===== config.mk =====
export PLATFORM = sky130hd
export DESIGN_NAME = scl_phase_gen
export DESIGN_NICKNAME = d
export VERILOG_FILES = /design/src/rtl/scl_gen_pkg.sv /design/src/rtl/scl_count_sel.sv /design/src/rtl/scl_line_sync.sv /design/src/rtl/scl_prescaler.sv /design/src/rtl/scl_phase_ctrl.sv /design/src/rtl/scl_phase_gen.sv
export SDC_FILE = /design/constraint.sdc
export NUM_CORES = 1
export LEC_CHECK = 0
export CAP_MARGIN = 20
export CORE_AREA = 2 2 70 72
export CTS_BUF_LIST = sky130_fd_sc_hd__clkbuf_8
export CTS_CLUSTER_DIAMETER = 60
export DETAILED_ROUTE_END_ITERATION = 10
export DIE_AREA = 0 0 72 74
export DONT_BUFFER_PORTS = 1
export GPL_ROUTABILITY_DRIVEN = 0
export GPL_TIMING_DRIVEN = 0
export REMOVE_ABC_BUFFERS = 1
export SYNTH_ARGS = -nofsm -noshare
export SYNTH_HDL_FRONTEND = slang
export SYNTH_SLANG_ARGS = --single-unit
export TNS_END_PERCENT = 1

===== constraint.sdc =====
create_clock -name clk -period 3.5 [get_ports clk]
set_input_delay 0.175 -clock clk [delete_from_list [all_inputs] [get_ports clk]]
set_output_delay 0.175 -clock clk [all_outputs]
set_load 0.01 [all_outputs]

===== src/rtl/scl_gen_pkg.sv =====
// Shared definitions for the SCL period generator.
package scl_gen_pkg;

    // Phases of the SCL waveform as seen by the controller
    typedef enum logic [1:0] {
        PH_IDLE = 2'd0,   // disabled, line released
        PH_LOW  = 2'd1,   // line pulled low, low count running
        PH_WAIT = 2'd2,   // line released, waiting to sense it high
        PH_HIGH = 2'd3    // line high, high count running
    } scl_phase_e;

endpackage


===== src/rtl/scl_count_sel.sv =====
// Builds the effective nine-bit phase counts from the low byte and the
// extension bit of each count. Assumes the caller holds the inputs stable
// around phase entry; a zero result is raised to one tick.
module scl_count_sel #(
    parameter int BYTE_W   = 8,
    parameter bit NINTH_EN = 1'b1,
    localparam int CW      = BYTE_W + 1
) (
    input  logic [BYTE_W-1:0] low_byte,
    input  logic              low_ext,
    input  logic [BYTE_W-1:0] high_byte,
    input  logic              high_ext,
    output logic [CW-1:0]     low_eff,
    output logic [CW-1:0]     high_eff
);
    localparam logic [CW-1:0] CNT_ONE = CW'(1);

    logic [CW-1:0] low_raw;
    logic [CW-1:0] high_raw;

    generate
        if (NINTH_EN) begin : g_ext
            // Extension bits become bit 8 of each count
            assign low_raw  = {low_ext,  low_byte};
            assign high_raw = {high_ext, high_byte};
        end else begin : g_no_ext
            // Without extension bits the counts stop at the byte maximum
            logic unused_ext;
            assign unused_ext = low_ext ^ high_ext;
            assign low_raw    = {1'b0, low_byte};
            assign high_raw   = {1'b0, high_byte};
        end
    endgenerate

    // Floor each count at one tick
    always_comb begin
        low_eff  = (low_raw  == '0) ? CNT_ONE : low_raw;
        high_eff = (high_raw == '0) ? CNT_ONE : high_raw;
    end
endmodule


===== src/rtl/scl_line_sync.sv =====
// Synchronizes the sensed SCL level into the module clock domain with a
// parameterized flop chain. Assumes STAGES >= 1; reset value is low.
module scl_line_sync #(
    parameter int STAGES = 2
) (
    input  logic clk,
    input  logic rst_n,
    input  logic line_in,
    output logic line_sync
);
    logic [STAGES-1:0] chain;

    // Shift the raw line level through the chain
    always_ff @(posedge clk) begin
        if (!rst_n) begin
            chain <= '0;
        end else begin
            chain <= (chain << 1) | STAGES'(line_in);
        end
    end

    assign line_sync = chain[STAGES-1];
endmodule


===== src/rtl/scl_prescaler.sv =====
// Divides the module clock into count ticks. The divider restarts at each
// phase entry so every phase length is an exact multiple of DIV clocks.
// Assumes DIV >= 1; ticks only while run is high.
module scl_prescaler #(
    parameter int DIV = 4,
    localparam int PW = (DIV > 1) ? $clog2(DIV) : 1
) (
    input  logic clk,
    input  logic rst_n,
    input  logic run,
    input  logic restart,
    output logic tick
);
    generate
        if (DIV == 1) begin : g_pass
            // Every clock is a tick
            logic unused_pins;
            assign unused_pins = restart ^ rst_n ^ clk;
            assign tick = run;
        end else begin : g_div
            localparam logic [PW-1:0] LAST = PW'(DIV - 1);
            logic [PW-1:0] pre_cnt;

            // Count module clocks within one tick, reset on phase entry
            always_ff @(posedge clk) begin
                if (!rst_n || restart || !run) begin
                    pre_cnt <= '0;
                end else if (pre_cnt == LAST) begin
                    pre_cnt <= '0;
                end else begin
                    pre_cnt <= pre_cnt + PW'(1);
                end
            end

            assign tick = run && (pre_cnt == LAST);

            AST_NO_TICK_AFTER_RESTART: assert property (@(posedge clk) disable iff (!rst_n)
                restart |=> !tick);
        end
    endgenerate
endmodule


===== src/rtl/scl_phase_ctrl.sv =====
// Phase sequencer for SCL: pulls the line low for the low count, releases
// it, waits for the synchronized line to read high, then times the high
// count. Assumes low_eff/high_eff are never zero and tick comes from a
// prescaler restarted by this module's restart output.
module scl_phase_ctrl
    import scl_gen_pkg::*;
#(
    parameter int CW = 9
) (
    input  logic          clk,
    input  logic          rst_n,
    input  logic          enable,
    input  logic          hold_req,
    input  logic          line_hi,
    input  logic          tick,
    input  logic [CW-1:0] low_eff,
    input  logic [CW-1:0] high_eff,
    output logic          run,
    output logic          restart,
    output logic          drive_low,
    output logic          fall_tick,
    output logic          rise_tick
);
    localparam logic [CW-1:0] CNT_ONE = CW'(1);

    scl_phase_e    st, st_nx;
    logic [CW-1:0] tgt;
    logic [CW-1:0] ph_cnt;
    logic          last;
    logic          fall_ev;
    logic          rise_ev;

    // The phase ends on the tick that reaches the target, or later if held
    assign last = (ph_cnt == tgt) || (tick && (ph_cnt == tgt - CNT_ONE));

    // Next-phase decision and edge events
    always_comb begin
        st_nx   = st;
        fall_ev = 1'b0;
        rise_ev = 1'b0;
        if (!enable) begin
            st_nx = PH_IDLE;
        end else begin
            case (st)
                PH_IDLE: begin
                    st_nx   = PH_LOW;
                    fall_ev = 1'b1;
                end
                PH_LOW: begin
                    if (last && !hold_req) st_nx = PH_WAIT;
                end
                PH_WAIT: begin
                    if (line_hi) begin
                        st_nx   = PH_HIGH;
                        rise_ev = 1'b1;
                    end
                end
                PH_HIGH: begin
                    if (last) begin
                        st_nx   = PH_LOW;
                        fall_ev = 1'b1;
                    end
                end
                default: st_nx = PH_IDLE;
            endcase
        end
    end

    assign restart = ((st_nx == PH_LOW)  && (st != PH_LOW)) ||
                     ((st_nx == PH_HIGH) && (st != PH_HIGH));

    // Phase register and registered edge pulses
    always_ff @(posedge clk) begin
        if (!rst_n) begin
            st        <= PH_IDLE;
            fall_tick <= 1'b0;
            rise_tick <= 1'b0;
        end else begin
            st        <= st_nx;
            fall_tick <= fall_ev;
            rise_tick <= rise_ev;
        end
    end

    // Capture the target at phase entry and count ticks up to it
    always_ff @(posedge clk) begin
        if (!rst_n) begin
            tgt    <= CNT_ONE;
            ph_cnt <= '0;
        end else if (restart) begin
            tgt    <= (st_nx == PH_LOW) ? low_eff : high_eff;
            ph_cnt <= '0;
        end else if (tick && (ph_cnt != tgt)) begin
            ph_cnt <= ph_cnt + CNT_ONE;
        end
    end

    assign run       = (st == PH_LOW) || (st == PH_HIGH);
    assign drive_low = (st == PH_LOW);

    AST_RELEASE_WHEN_OFF: assert property (@(posedge clk) disable iff (!rst_n)
        !enable |=> !drive_low);
    AST_HOLD_KEEPS_LOW: assert property (@(posedge clk) disable iff (!rst_n)
        (drive_low && hold_req && enable) |=> drive_low);
    AST_TICKS_DISJOINT: assert property (@(posedge clk) disable iff (!rst_n)
        !(fall_tick && rise_tick));
    AST_FALL_ON_EDGE: assert property (@(posedge clk) disable iff (!rst_n)
        fall_tick |-> (drive_low && !$past(drive_low)));
    AST_RISE_AFTER_LINE: assert property (@(posedge clk) disable iff (!rst_n)
        rise_tick |-> (!drive_low && $past(line_hi)));
    AST_NO_OVERFLOW: assert property (@(posedge clk) disable iff (!rst_n)
        ph_cnt <= tgt);
endmodule


===== src/rtl/scl_phase_gen.sv =====
// Top of the SCL period generator: count composition, line synchronizer,
// prescaler and phase sequencer. Assumes scl_in reflects the wired-AND
// SCL line and that scl_drive_low controls an open-drain pad.
module scl_phase_gen
    import scl_gen_pkg::*;
#(
    parameter int BYTE_W        = 8,
    parameter bit NINTH_EN      = 1'b1,
    parameter int CLK_PER_COUNT = 4,
    parameter int SYNC_STAGES   = 2
) (
    input  logic              clk,
    input  logic              rst_n,
    input  logic              enable,
    input  logic [BYTE_W-1:0] low_count,
    input  logic              low_msb,
    input  logic [BYTE_W-1:0] high_count,
    input  logic              high_msb,
    input  logic              hold_req,
    input  logic              scl_in,
    output logic              scl_drive_low,
    output logic              fall_tick,
    output logic              rise_tick
);
    localparam int CW = BYTE_W + 1;

    logic [CW-1:0] low_eff;
    logic [CW-1:0] high_eff;
    logic          line_hi;
    logic          tick;
    logic          run;
    logic          restart;

    scl_count_sel #(
        .BYTE_W   (BYTE_W),
        .NINTH_EN (NINTH_EN)
    ) i_count_sel (
        .low_byte  (low_count),
        .low_ext   (low_msb),
        .high_byte (high_count),
        .high_ext  (high_msb),
        .low_eff   (low_eff),
        .high_eff  (high_eff)
    );

    scl_line_sync #(
        .STAGES (SYNC_STAGES)
    ) i_line_sync (
        .clk       (clk),
        .rst_n     (rst_n),
        .line_in   (scl_in),
        .line_sync (line_hi)
    );

    scl_prescaler #(
        .DIV (CLK_PER_COUNT)
    ) i_prescaler (
        .clk     (clk),
        .rst_n   (rst_n),
        .run     (run),
        .restart (restart),
        .tick    (tick)
    );

    scl_phase_ctrl #(
        .CW (CW)
    ) i_phase_ctrl (
        .clk       (clk),
        .rst_n     (rst_n),
        .enable    (enable),
        .hold_req  (hold_req),
        .line_hi   (line_hi),
        .tick      (tick),
        .low_eff   (low_eff),
        .high_eff  (high_eff),
        .run       (run),
        .restart   (restart),
        .drive_low (scl_drive_low),
        .fall_tick (fall_tick),
        .rise_tick (rise_tick)
    );
endmodule


==> impl_metrics.py <==
metrics = {
    "yosys": {
        "yosysWarningCount": 0,
        "synth_cell_types": 53,
        "count_of_flip_flops_with_a_built_in_enable_after_synthesis": 0,
        "post_synth.cell_area_avg_um2": 9.01,
        "synth.yosys.seq_area_share": 0.295,
        "postSynth.asyncResetShare": 0,
        "syn-cell-area_um2": 1770,
        "yosys_register_bits": 26,
        "dominantRegCellSynth": "dfxtp_1",
        "synthesis.instances": 196,
    },
    "placement": {
        "place_inst": 241,
        "dpl.hpwl_um": 2820,
        "port-buffer-count": 0,
    },
    "grt": {
        "first_global_vias": 1416,
        "first_pass_grt_wire_length_um": 6510,
        "grtUsageTotal": 0.154,
        "grt_overflow_total": 0,
        "largest_net_degree_at_the_start_of_global_routing": 15,
        "antenna_found_initial": 0,
    },
    "final_layout": {
        "post_route_cells_drive_above_1_share": 0.125,
        "layout.cells.non_filler": 246,
        "final_cell_mix": "26 x dfxtp_1, 22 x nor2_1, 14 x xor2_1",
        "antenna_diode_count": 0,
        "post-route-util": 0.399,
        "areaGrowthSynthToFinish_pct": 3.97,
        "filler_cells_inserted": 457,
        "layout_commonest_cell": "dfxtp_1",
        "fin_nets": 223,
    },
    "drt": {
        "route.vias.total": 1466,
        "detail-route-antenna-nets": 0,
        "drt-vias-per-instance": 5.96,
        "drtIter0Drc": 54,
        "drt_first_pass_iters": 4,
        "routed_wl_um": 3770,
        "route.detailed.drc": 0,
        "drt_wl_cell_um": 15.3,
    },
    "floorplan": {
        "fp.dieArea_um2": 5330,
        "core_um2": 4600,
        "number_of_top_level_pins": 26,
        "initial_utilization": 0.384,
        "vertical_die_dimension_um": 74,
        "die_width_um": 72,
        "core.rowCount": 25,
    },
    "cts": {
        "root_buffer": "clkbuf_8",
        "cts_tree": "done",
        "clkLatencyLatePin_ns": 0.27,
        "numCtsBuffers": 3,
        "cts-root-to-sink-buffers": 2,
        "post-cts-setup-buffer-count": 0,
        "htree_num_levels": 1,
        "cts.sinks": 26,
        "clk_transition_reported_paths_ns": 0.09,
    },
    "critical_path": {
        "cp_cell_sequence": "inv_1, ha_1, nor4b_2, xnor2_1, nand4b_1, a311o_2, o21a_1, o221ai_4, o21ai_2, nor4b_1",
        "critical_path_endpoint_category": "flip-flop",
        "path_class": "reg2reg",
        "cp_data_arrival_time_ns": 3.16,
        "critPathLaunchType": "flip-flop",
        "cp_slowest_cell": "a311o_2",
        "crit_path_max_incr_delay_ns": 0.49,
        "reg2reg_setup_slack_ns": 0.51,
        "maximum_fanout_along_the_worst_path": 11,
        "critPathRequiredTime_ns": 3.68,
    },
    "sta": {
        "final-hold-violation-count": 0,
        "final.setup_skew_ns": 0.00449,
        "achievable-frequency_mhz": 335,
        "slew-limit-headroom": 0.592,
        "timing.final.crit_period_ns": 2.99,
        "min_period_over_period": 0.853,
        "setup_viol": 0,
        "timing.final.max_slew_violations": 0,
        "worst_pin_slew_ns": 0.607,
        "grt_setup_unrepaired": "false",
        "fin_setup_tns_ns": 0,
    },
    "pwr": {
        "power_per_cell_area_nw_per_um2": 346,
        "p_leak_nw": 0.647,
        "power.ir.vdd_worst_uv": 161,
        "design_power_total_mw": 0.636,
    },
    "min_path": {
        "timing.hold.worst.class": "in2reg",
    },
    "run_status": {
        "result_of_the_run": "complete, no violations",
    },
    "run": {
        "timing.max_cap.violations": 0,
    },
}
[power breakdown]
part           leakage (nW)  total [mW]  internal, mW  switching, mW
combinational         0.406       0.109        0.0505         0.0588
sequential            0.212       0.330         0.309         0.0217
clock                0.0288       0.196         0.101         0.0954
[logic make-up after synthesis]
group | count (synthesis) | share of synthesized area
flops | 26 | 0.295
buf+inv | 15 | 0.0482
xor+xnor | 21 | 0.104
mux | 3 | 0.0177
compound gates | 49 | 0.244
fa+ha+maj | 7 | 0.0496
simple gates | 75 | 0.242
[registers in the layout, summed over array words and instances (netlist names)]
| register | count |
|---|---|
| i_phase_ctrl.tgt | 9 |
| i_phase_ctrl.rise_tick | 1 |
| i_prescaler.g_div.pre_cnt | 2 |
| i_phase_ctrl.fall_tick | 1 |
| i_phase_ctrl.st | 2 |
| i_line_sync.chain | 2 |
| i_phase_ctrl.ph_cnt | 9 |
[synth_stat cells (2+ instances only)]
cell      count  area, µm²
dfxtp_1      26        521
nor2_1       22       82.6
xor2_1       14        123
o21a_1       11       82.6
nand2_1       9       33.8
a21oi_1       7       35.0
ha_1          7       87.6
nand4_1       7       43.8
nor4_1        7       43.8
o221a_2       7       78.8
xnor2_1       7       61.3
inv_1         6       22.5
and2_1        5       31.3
o21ai_0       5       25.0
nor3_1        4       20.0
and3_1        3       18.8
nor4b_1       3       26.3
o211ai_1      3       22.5
a21boi_0      2       15.0
buf_6         2       22.5
clkbuf_1      2       7.51
clkbuf_2      2       10.0
mux2i_1       2       20.0
nand3_1       2       10.0
nand4b_1      2       17.5
o21ai_2       2       17.5
[per-layer routing]
| layer | GRT usage | vias to the layer above | part of all wire |
|---|---|---|---|
| li1 | - | 723 | - |
| met1 | 0.198 | 691 | 0.47 |
| met2 | 0.252 | 47 | 0.46 |
| met3 | 0.0325 | 5 | 0.050 |
| met4 | 0.0671 | 0 | 0.016 |
| met5 | 0 | - | 0 |
[worst paths after layout]
kind                                startpoint                            to  cells past startpoint
setup / recovery           i_phase_ctrl.tgt[1]  i_prescaler.g_div.pre_cnt[1]                     10
hold / removal                           rst_n          i_line_sync.chain[0]                      1
setup reg to reg           i_phase_ctrl.tgt[1]  i_prescaler.g_div.pre_cnt[1]                     10
hold reg to reg   i_prescaler.g_div.pre_cnt[0]  i_prescaler.g_div.pre_cnt[0]                      1
[through the flow]
stage / hold slack [ns] / instance area, µm² / worst slack, ns
global placement: 0.251 / 1770 / 0.571
CTS: 0.0237 / 1840 / 0.520
detailed placement: 0.257 / 1770 / 0.533
finish: 0.0227 / 1840 / 0.514
global route: 0.0116 / 1840 / 0.259
floorplan: 0.248 / 1700 / 0.904
[critical path, delay by kind of cell, from the launching register on]
| kind | cells | cell delay [ns] |
|---|---|---|
| xor+xnor | 1 | 0.16 |
| buf+inv | 1 | 0.08 |
| simple gates | 3 | 0.73 |
| compound gates | 4 | 1.22 |
| flops | 1 | 0.39 |
| fa+ha+maj | 1 | 0.30 |
[what timing repair did]
action	CTS	global route
gates resized for setup	0	0
hold endpoints to repair	1	0
hold buffers	1	0
endpoints found under the setup margin	0	0
[cell type report]
type,instances,area [µm²],area share
sequential,26,520,0.284
inverter,6,22.5,0.0123
timing repair buffer,1,10.0,0.00545
clock buffer,4,55.1,0.0300
tap,54,67.6,0.0368
multi-input combinational,155,1160,0.632
Power figures use the tool's default switching activity.
